### config.mk
export PLATFORM = sky130hd
export DESIGN_NAME = gep_sequencer
export DESIGN_NICKNAME = d
export VERILOG_FILES = /design/src/rtl/gep_pkg.sv /design/src/rtl/gep_classify.sv /design/src/rtl/gep_outreg.sv /design/src/rtl/gep_sequencer.sv
export SDC_FILE = /design/constraint.sdc
export NUM_CORES = 1
export LEC_CHECK = 0
export ABC_AREA = 1
export ABC_CLOCK_PERIOD_IN_PS = 900
export BUFFER_PORTS_ARGS = -buffer_cell sky130_fd_sc_hd__buf_2
export CORE_AREA = 2 2 39 41
export CTS_BUF_LIST = sky130_fd_sc_hd__clkbuf_4 sky130_fd_sc_hd__clkbuf_8
export DETAILED_ROUTE_END_ITERATION = 8
export DIE_AREA = 0 0 41 43
export HOLD_SLACK_MARGIN = 0.12
export PLACE_DENSITY = 0.56
export SLEW_MARGIN = 20
export SYNTH_ARGS = -nofsm -noshare
export SYNTH_HDL_FRONTEND = slang
export SYNTH_SLANG_ARGS = --single-unit
### constraint.sdc
create_clock -name clk -period 0.9 [get_ports clk]
set_input_delay 0.135 -clock clk [delete_from_list [all_inputs] [get_ports clk]]
set_output_delay 0.135 -clock clk [all_outputs]
set_load 0.01 [all_outputs]
### src/rtl/gep_pkg.sv
package gep_pkg;

   typedef enum logic [1:0] {
      OUT_FAULT    = 2'd0,
      OUT_NOSTRUCT = 2'd1,
      OUT_BADSTATE = 2'd2,
      OUT_PROCEED  = 2'd3
   } outcome_e;

endpackage

### src/rtl/gep_classify.sv
module gep_classify #(
   parameter int PRIV_W       = 2,
   parameter int ERR_W        = 8,
   parameter int ERR_SS_BLOCK = 1,
   parameter int ERR_LAUNCH   = 2,
   parameter int ERR_RESUME   = 3
) (
   input  logic                req_resume,
   input  logic [PRIV_W-1:0]   priv_level,
   input  logic                struct_present,
   input  logic                ss_blocked,
   input  logic                launched,
   output gep_pkg::outcome_e   outcome,
   output logic [ERR_W-1:0]    err_code
);
   import gep_pkg::*;

   localparam logic [ERR_W-1:0] CODE_SS = ERR_W'(ERR_SS_BLOCK);
   localparam logic [ERR_W-1:0] CODE_LA = ERR_W'(ERR_LAUNCH);
   localparam logic [ERR_W-1:0] CODE_RE = ERR_W'(ERR_RESUME);

   logic launch_bad;
   logic resume_bad;

   assign launch_bad = !req_resume && launched;
   assign resume_bad = req_resume && !launched;

   // Fixed priority: privilege, presence, blocking, launch state, resume state
   always_comb begin
      outcome  = OUT_PROCEED;
      err_code = '0;
      if (priv_level != '0) begin
         outcome = OUT_FAULT;
      end else if (!struct_present) begin
         outcome = OUT_NOSTRUCT;
      end else if (ss_blocked) begin
         outcome  = OUT_BADSTATE;
         err_code = CODE_SS;
      end else if (launch_bad) begin
         outcome  = OUT_BADSTATE;
         err_code = CODE_LA;
      end else if (resume_bad) begin
         outcome  = OUT_BADSTATE;
         err_code = CODE_RE;
      end
   end

endmodule

### src/rtl/gep_outreg.sv
module gep_outreg #(
   parameter int ERR_W = 8
) (
   input  logic               clk,
   input  logic               rst,
   input  logic               req_valid,
   input  gep_pkg::outcome_e  outcome,
   input  logic [ERR_W-1:0]   err_code,
   output logic               fault_gp,
   output logic               set_cf,
   output logic               set_zf,
   output logic               proceed,
   output logic [ERR_W-1:0]   err_num
);
   import gep_pkg::*;

   always_ff @(posedge clk) begin
      if (rst) begin
         fault_gp <= 1'b0;
         set_cf   <= 1'b0;
         set_zf   <= 1'b0;
         proceed  <= 1'b0;
         err_num  <= '0;
      end else begin
         fault_gp <= req_valid && (outcome == OUT_FAULT);
         set_cf   <= req_valid && (outcome == OUT_NOSTRUCT);
         set_zf   <= req_valid && (outcome == OUT_BADSTATE);
         proceed  <= req_valid && (outcome == OUT_PROCEED);
         if (req_valid && (outcome == OUT_BADSTATE)) begin
            err_num <= err_code;
         end
      end
   end

   AST_ERR_HOLD: assert property (@(posedge clk) disable iff (rst)
      !set_zf |-> $stable(err_num));

endmodule

### src/rtl/gep_sequencer.sv
module gep_sequencer #(
   parameter int PRIV_W       = 2,
   parameter int ERR_W        = 8,
   parameter int ERR_SS_BLOCK = 1,
   parameter int ERR_LAUNCH   = 2,
   parameter int ERR_RESUME   = 3
) (
   input  logic               clk,
   input  logic               rst,
   input  logic               req_valid,
   input  logic               req_resume,
   input  logic [PRIV_W-1:0]  priv_level,
   input  logic               struct_present,
   input  logic               ss_blocked,
   input  logic               launched,
   output logic               fault_gp,
   output logic               set_cf,
   output logic               set_zf,
   output logic               proceed,
   output logic [ERR_W-1:0]   err_num
);
   import gep_pkg::*;

   localparam longint ERR_MAX = (64'd1 << ERR_W) - 1;

   generate
      if (PRIV_W < 1) begin : g_bad_priv
         $error("PRIV_W must be at least 1");
      end
      if (ERR_W < 2 || ERR_W > 32) begin : g_bad_errw
         $error("ERR_W must lie in 2..32");
      end
      if (ERR_SS_BLOCK == ERR_LAUNCH || ERR_SS_BLOCK == ERR_RESUME ||
          ERR_LAUNCH == ERR_RESUME) begin : g_dup_err
         $error("error numbers must be distinct");
      end
      if (ERR_SS_BLOCK <= 0 || ERR_LAUNCH <= 0 || ERR_RESUME <= 0 ||
          longint'(ERR_SS_BLOCK) > ERR_MAX || longint'(ERR_LAUNCH) > ERR_MAX ||
          longint'(ERR_RESUME) > ERR_MAX) begin : g_range_err
         $error("error numbers must be nonzero and fit ERR_W");
      end
   endgenerate

   outcome_e          cls_outcome;
   logic [ERR_W-1:0]  cls_err;

   gep_classify #(
      .PRIV_W       (PRIV_W),
      .ERR_W        (ERR_W),
      .ERR_SS_BLOCK (ERR_SS_BLOCK),
      .ERR_LAUNCH   (ERR_LAUNCH),
      .ERR_RESUME   (ERR_RESUME)
   ) u_classify (
      .req_resume     (req_resume),
      .priv_level     (priv_level),
      .struct_present (struct_present),
      .ss_blocked     (ss_blocked),
      .launched       (launched),
      .outcome        (cls_outcome),
      .err_code       (cls_err)
   );

   gep_outreg #(
      .ERR_W (ERR_W)
   ) u_outreg (
      .clk      (clk),
      .rst      (rst),
      .req_valid(req_valid),
      .outcome  (cls_outcome),
      .err_code (cls_err),
      .fault_gp (fault_gp),
      .set_cf   (set_cf),
      .set_zf   (set_zf),
      .proceed  (proceed),
      .err_num  (err_num)
   );

   logic base_ok;
   assign base_ok = (priv_level == '0) && struct_present && !ss_blocked;

   AST_PRIV_FAULT: assert property (@(posedge clk) disable iff (rst)
      req_valid && (priv_level != '0) |=> fault_gp && !set_cf && !set_zf && !proceed
                                          && $stable(err_num));
   AST_NO_STRUCT: assert property (@(posedge clk) disable iff (rst)
      req_valid && (priv_level == '0) && !struct_present |=> set_cf && !set_zf
                                                            && $stable(err_num));
   AST_SS_BLOCK: assert property (@(posedge clk) disable iff (rst)
      req_valid && (priv_level == '0) && struct_present && ss_blocked
      |=> set_zf && (err_num == ERR_W'(ERR_SS_BLOCK)));
   AST_LAUNCH_STATE: assert property (@(posedge clk) disable iff (rst)
      req_valid && base_ok && !req_resume && launched
      |=> set_zf && (err_num == ERR_W'(ERR_LAUNCH)));
   AST_RESUME_STATE: assert property (@(posedge clk) disable iff (rst)
      req_valid && base_ok && req_resume && !launched
      |=> set_zf && (err_num == ERR_W'(ERR_RESUME)));
   AST_PROCEED: assert property (@(posedge clk) disable iff (rst)
      req_valid && base_ok && (req_resume == launched)
      |=> proceed && !set_cf && !set_zf && !fault_gp);
   AST_IDLE_QUIET: assert property (@(posedge clk) disable iff (rst)
      !req_valid |=> !fault_gp && !set_cf && !set_zf && !proceed);
   AST_ONE_OUTCOME: assert property (@(posedge clk) disable iff (rst)
      $onehot0({fault_gp, set_cf, set_zf, proceed}));

endmodule

==> run summary, run 1 <==
post-CTS clock slew at the launch and capture registers of the worst setup and hold paths = 0.04 ns
largest area contributor in the synthesized netlist = sky130_fd_sc_hd__dfxtp_1
number of buffers inserted for hold repair after clock tree synthesis = 1
ratio of routed vias to standard cells = 3.423
final setup fails = 0
Die Height = 43 µm
Port Buffer Count = 14
count of H-tree levels built during CTS = 1
cells along the critical path = buf_2 > dlygate4sd3_1 > nor2_4 > nand2_1 > nand2_1
Diodes inserted = 0
portion of synthesized cell area occupied by the leading cell type = 0.3871
WP data required = 1.08 ns
buffers from clock root to sink, at most = 2
Final Cycle Share = 0.9440
Cells after DPL = 67
Reg area = 120.1 µm²
leakage power of the design = 0.2245 nW
number of antenna violations at the first check in global routing = 0
placeable core region = 1384 µm²
origin of the critical flop-to-flop path = u_outreg.err_num[0]
first-pass iteration count of the detailed router = 2
number of hold-slack violations in the final timing report = 0
violation count after the first detailed-routing iteration = 1
Top-Level Pins = 21
relative contribution of combinational cells to total power = 0.147
sequential-to-total area share from yosys stat = 0.3871
number of max-slew violations in the final report = 0
commonest cells after routing, fill and taps aside = sky130_fd_sc_hd__buf_2 (14), sky130_fd_sc_hd__nand2_1 (7), sky130_fd_sc_hd__conb_1 (6), sky130_fd_sc_hd__dfxtp_1 (6)
final worst slack = 0.05036 ns
Final Power = 0.0005950 W
cells after synthesis = 38
Synth area leaders = sky130_fd_sc_hd__dfxtp_1 (39%), sky130_fd_sc_hd__buf_4 (15%), sky130_fd_sc_hd__nand2_1 (8.5%), sky130_fd_sc_hd__nor2_4 (7.3%), sky130_fd_sc_hd__nand3_4 (5.6%)
Maximum Capacitance Violations = 0
run status = finished, final reports clean
area of the die = 1763 µm²
non-filler instance count after layout = 71
RSZ-0062 raised after global routing = no
maximum clock frequency = 1.177 GHz
setup slack at placement = -0.1142 ns
element type at the critical path end = register
post-synthesis instance area = 310.3 µm²
area of combinational cells with multiple inputs = 145.1 µm²
routability congestion estimate from global placement = 0.7313
Site Rows = 14
crit path max-delay cell type = sky130_fd_sc_hd__dlygate4sd3_1
type of the worst min-delay path = primary input to register
average routed wire per standard cell = 6.704 µm
Worst EP arrival = 1.03 ns
Worst path top cell family by delay = buffers and inverters
Antenna Nets Post-Route = 0
Top cell by count, worst path = sky130_fd_sc_hd__nand2_1
Worst Hold Slack = 0.09610 ns
leftover overflow at the end of global routing = 0
all-layer global routing usage = 0.06526
P&R area growth vs syn = 31.05%
synthesis-stage register bit count = 6
part of the power in the clock network = 0.392
Distinct cells, synth = 15
clock latency of the later-clocked register in the worst-skew pair = 0.23 ns
source of the critical timing path = rst
net count of the finished layout = 67
DRC Markers = 0
yosys synthesis warning count = 0
buffers and inverters on the worst path = 2
time the final worst path needs with I/O delays and setup = 0.8496 ns
largest voltage drop on the vdd net = 0.0003698 V
clock tree from TritonCTS = yes
maximum number of pins on one net before global-route repair = 5
net switching power = 0.0001377 W
critical path startpoint category = primary input
Cell Pwr Density = 1463 nW/µm²
fraction of power spent switching nets = 0.2314
Initial Util = 0.2242
Setup TNS = 0 ns
critical path start-end classification = primary input to register
sequential cell fraction of total power = 0.461
cell-internal power = 0.0004573 W
number of global-route vias before repair = 219
DIE WIDTH = 41 µm
Final Routed Wirelength = 476 µm
Worst Clk Skew = 0 ns
largest incremental delay on the critical path = 0.59 ns
DR vias = 243
maximum fanout count along the critical path = 2
hold path startpoint = struct_present
Post-Synthesis Mean Instance Area = 8.166 µm²
number of buffers created by CTS = 3
most common cell after layout, fill and taps aside = sky130_fd_sc_hd__buf_2
layout cell share with drive strength beyond 1 = 0.4000
Sinks on Clock Net = 6
wire length of the first global-routing pass = 772 µm
Root Buffer = sky130_fd_sc_hd__clkbuf_4
fillers = 159
==> kinds of logic after synthesis <==
group	Yosys count	share of synthesized area
AND/OR/NAND/NOR	19	0.3549
buffers and inverters	11	0.2056
flip-flops	6	0.3871
adder cells (fa/ha/maj)	1	0.04032
other	1	0.01209
==> metal layers <==
layer  up-vias  global-route usage  wire length [µm]
li1        138                   -                 -
met1        94             0.08360               203
met2        11             0.08438               229
met3         0             0.01571                43
met4         0             0.06000                 0
met5         -                   0                 0
==> area by class of cell <==
cell class / instances / area share
flip-flops and latches: 6 / 0.2954
clock buffers: 3 / 0.05538
multi-input cells: 26 / 0.3569
inverters: 5 / 0.04615
well taps: 16 / 0.04923
repair buffers: 15 / 0.1969
==> registers in the layout, summed over array words and instances, names as in the netlist <==
signal / cells
u_outreg.proceed: 1
u_outreg.set_zf: 1
u_outreg.err_num: 2
u_outreg.set_cf: 1
u_outreg.fault_gp: 1
==> what timing repair did <==
action / CTS / global route
resized for setup: 0 / 0
setup buffers: 0 / 0
endpoints found under the hold margin: 2 / 1
==> worst paths after layout <==
path / endpoint / slack, ns / cells past startpoint
max reg2reg: u_outreg.err_num[0] / 0.32 / 4
min reg2reg: u_outreg.err_num[1] / 0.47 / 2
min: u_outreg.set_cf / 0.1 / 2
max: u_outreg.err_num[1] / 0.05 / 5
==> through the flow <==
| stage | instance area (µm²) | util |
|---|---|---|
| after global routing | 406.6 | 0.2939 |
| after floorplan | 329.1 | - |
| after global placement | 374.1 | 0.2703 |
| after detailed placement | 374.1 | 0.2703 |
| after CTS | 406.6 | 0.2939 |
| final | 406.6 | 0.2939 |
==> cell usage after synthesis <==
| master | number |
|---|---|
| sky130_fd_sc_hd__or2_1 | 1 |
| sky130_fd_sc_hd__conb_1 | 1 |
| sky130_fd_sc_hd__inv_2 | 1 |
| sky130_fd_sc_hd__buf_4 | 6 |
| sky130_fd_sc_hd__nand3_4 | 1 |
| sky130_fd_sc_hd__nand2_1 | 7 |
| sky130_fd_sc_hd__ha_1 | 1 |
| sky130_fd_sc_hd__inv_1 | 4 |
| sky130_fd_sc_hd__nor2_1 | 4 |
| sky130_fd_sc_hd__nor3_1 | 1 |
| sky130_fd_sc_hd__nor2_4 | 2 |
| sky130_fd_sc_hd__nand2_2 | 1 |
| sky130_fd_sc_hd__nor4_1 | 1 |
| sky130_fd_sc_hd__nand3_1 | 1 |
| sky130_fd_sc_hd__dfxtp_1 | 6 |
==> power by group through the flow <==
stage	clock network [W]	logic (W)	registers [W]
2_1_floorplan	0	0.0000656	0.000283
3_3_place_gp	0	0.0000836	0.000279
3_5_place_dp	0	0.0000849	0.000279
4_1_cts	0.000242	0.0000884	0.000274
5_1_grt	0.000262	0.0000996	0.000275
6_report	0.000233	0.0000873	0.000274
==> worst reg2reg max path, delay by kind of cell, from the launching register on <==
family | cells | cell delay (ns)
DFF | 1 | 0.32
and+or+nand+nor | 3 | 0.16
buffers and inverters | 1 | 0.04
Power figures use the tool's default switching activity.
==> run 2: changes to the inputs <==
Settings changed: RECOVER_POWER set to 50.
==> run summary, run 2 (synthesis results as in run 1) <==
met2 Resource Use GR = 0.08438 (unchanged)
type of the worst min-delay path = primary input to register
setup slack at placement = -0.1142 ns (unchanged)
buffers and inverters on the worst path = 2 (unchanged)
Reg area = 120.1 µm² (unchanged)
Worst EP arrival = 1.03 ns (about the same)
Root Buffer = sky130_fd_sc_hd__clkbuf_4
number of buffers inserted for hold repair after clock tree synthesis = 1 (unchanged)
Worst path top cell family by delay = buffers and inverters
Top cell by count, worst path = sky130_fd_sc_hd__nand2_1
area of the die = 1763 µm² (unchanged)
maximum clock frequency = 1.177 GHz (about the same)
Setup TNS = 0 ns (unchanged)
fillers = 161 (+1.3%)
post-CTS setup buffer count = 0 (unchanged)
global routing met3 resource utilization = 0.01571 (unchanged)
area of combinational cells with multiple inputs = 142.6 µm² (-1.7%)
buffers from clock root to sink, at most = 2 (unchanged)
layout cell share with drive strength beyond 1 = 0.3455 (-0.05455)
average routed wire per standard cell = 6.775 µm (+1.1%)
Sinks on Clock Net = 6 (unchanged)
DR vias = 243 (unchanged)
first-pass iteration count of the detailed router = 2 (unchanged)
cells along the critical path = buf_2 > dlygate4sd3_1 > nor2_4 > nand2_1 > nand2_1
final worst slack = 0.05026 ns (-0.00009840 ns)
run status = finished, final reports clean
routability congestion estimate from global placement = 0.7313 (unchanged)
DRC Markers = 0 (unchanged)
maximum number of pins on one net before global-route repair = 5 (unchanged)
flip-flop count of the largest register after layout = 2 (unchanged)
CTS resizes = 0 (unchanged)
post-route cell area = 401.6 µm² (-1.2%)
Worst Reg2Reg Path Length in Cells = 4 (unchanged)
hold path cells = 2 (unchanged)
Crit. path cell count = 5 (unchanged)
number of antenna violations at the first check in global routing = 0 (unchanged)
wire length of the first global-routing pass = 772 µm (unchanged)
Antenna Nets Post-Route = 0 (unchanged)
Cell Pwr Density = 1475 nW/µm² (+0.82%)
total cell area at the placement stage = 374.1 µm² (unchanged)
Final Routed Wirelength = 481 µm (+1.1%)
P&R area growth vs syn = 29.44%
count of H-tree levels built during CTS = 1 (unchanged)
all-layer global routing usage = 0.06526 (unchanged)
placeable core region = 1384 µm² (unchanged)
Initial Util = 0.2242 (unchanged)
number of max-slew violations in the final report = 0 (unchanged)
post-CTS clock slew at the launch and capture registers of the worst setup and hold paths = 0.04 ns (about the same)
time the final worst path needs with I/O delays and setup = 0.8497 ns (+0.00009840 ns)
net count of the finished layout = 67 (unchanged)
RSZ-0062 raised after global routing = no
number of buffers created by CTS = 3 (unchanged)
ratio of routed vias to standard cells = 3.423 (unchanged)
Final Cycle Share = 0.9442 (about the same)
Site Rows = 14 (unchanged)
Diodes inserted = 0 (unchanged)
number of global-route vias before repair = 219 (unchanged)
element type at the critical path end = register
maximum fanout count along the critical path = 2 (unchanged)
commonest cells after routing, fill and taps aside = sky130_fd_sc_hd__buf_2 (12), sky130_fd_sc_hd__nand2_1 (8), sky130_fd_sc_hd__conb_1 (6), sky130_fd_sc_hd__dfxtp_1 (6)
most common cell after layout, fill and taps aside = sky130_fd_sc_hd__buf_2
clock tree from TritonCTS = yes
critical path startpoint category = primary input
layer with the highest usage after global routing = met2
Port Buffer Count = 14 (unchanged)
WP data required = 1.08 ns (about the same)
leakage power of the design = 0.2155 nW (-4.0%)
critical path start-end classification = primary input to register
final setup fails = 0 (unchanged)
largest incremental delay on the critical path = 0.59 ns (about the same)
met1 track demand over resource = 0.08360 (unchanged)
Maximum Capacitance Violations = 0 (unchanged)
crit path max-delay cell type = sky130_fd_sc_hd__dlygate4sd3_1
Die Height = 43 µm (unchanged)
largest voltage drop on the vdd net = 0.0003698 V (about the same)
Worst Clk Skew = 0 ns (unchanged)
clock latency of the later-clocked register in the worst-skew pair = 0.23 ns (about the same)
DIE WIDTH = 41 µm (unchanged)
leftover overflow at the end of global routing = 0 (unchanged)
number of hold-slack violations in the final timing report = 0 (unchanged)
violation count after the first detailed-routing iteration = 1 (unchanged)
Reg with most FFs = u_outreg.err_num
Worst Hold Slack = 0.09615 ns (+0.00004490 ns)
Top-Level Pins = 21 (unchanged)
[run 2: final timing paths]
kind	from	to	slack [ns]
setup / recovery	rst	u_outreg.err_num[1]	0.05
hold / removal	struct_present	u_outreg.set_cf	0.1
setup reg to reg	u_outreg.err_num[0]	u_outreg.err_num[0]	0.32
hold reg to reg	u_outreg.err_num[1]	u_outreg.err_num[1]	0.47
[run 2: final cells by class]
cell class                 count  share of cell area
multi-input combinational     26              0.3551
timing repair buffer          15              0.1931
clock buffer                   3             0.05607
inverter                       5             0.04673
sequential                     6              0.2991
tap                           16             0.04984
[run 2: per-stage QoR]
step                instances  utilization  power [W]
floorplan                  43            -  0.0003482
global placement           67       0.2703  0.0003627
detailed placement         67       0.2703  0.0003640
CTS                        71       0.2939  0.0006053
global route               71       0.2902  0.0006340
finish                     71       0.2902  0.0005925
[run 2: per-layer routing]
| layer | vias up | wire, µm | part of all wire |
|---|---|---|---|
| li1 | 138 | - | - |
| met1 | 94 | 207 | 0.43 |
| met2 | 11 | 229 | 0.48 |
| met3 | 0 | 44 | 0.091 |
| met4 | 0 | 0 | 0 |
| met5 | - | 0 | 0 |
[run 2: power breakdown]
| group | internal [W] | switching (W) | total (W) | leakage, nW |
|---|---|---|---|---|
| sequential | 0.000273 | 0.00000154 | 0.000275 | 0.0487 |
| clock | 0.000150 | 0.0000833 | 0.000233 | 0.0138 |
| combinational | 0.0000329 | 0.0000519 | 0.0000848 | 0.153 |
| total | 0.000456 | 0.000137 | 0.000593 | 0.215 |
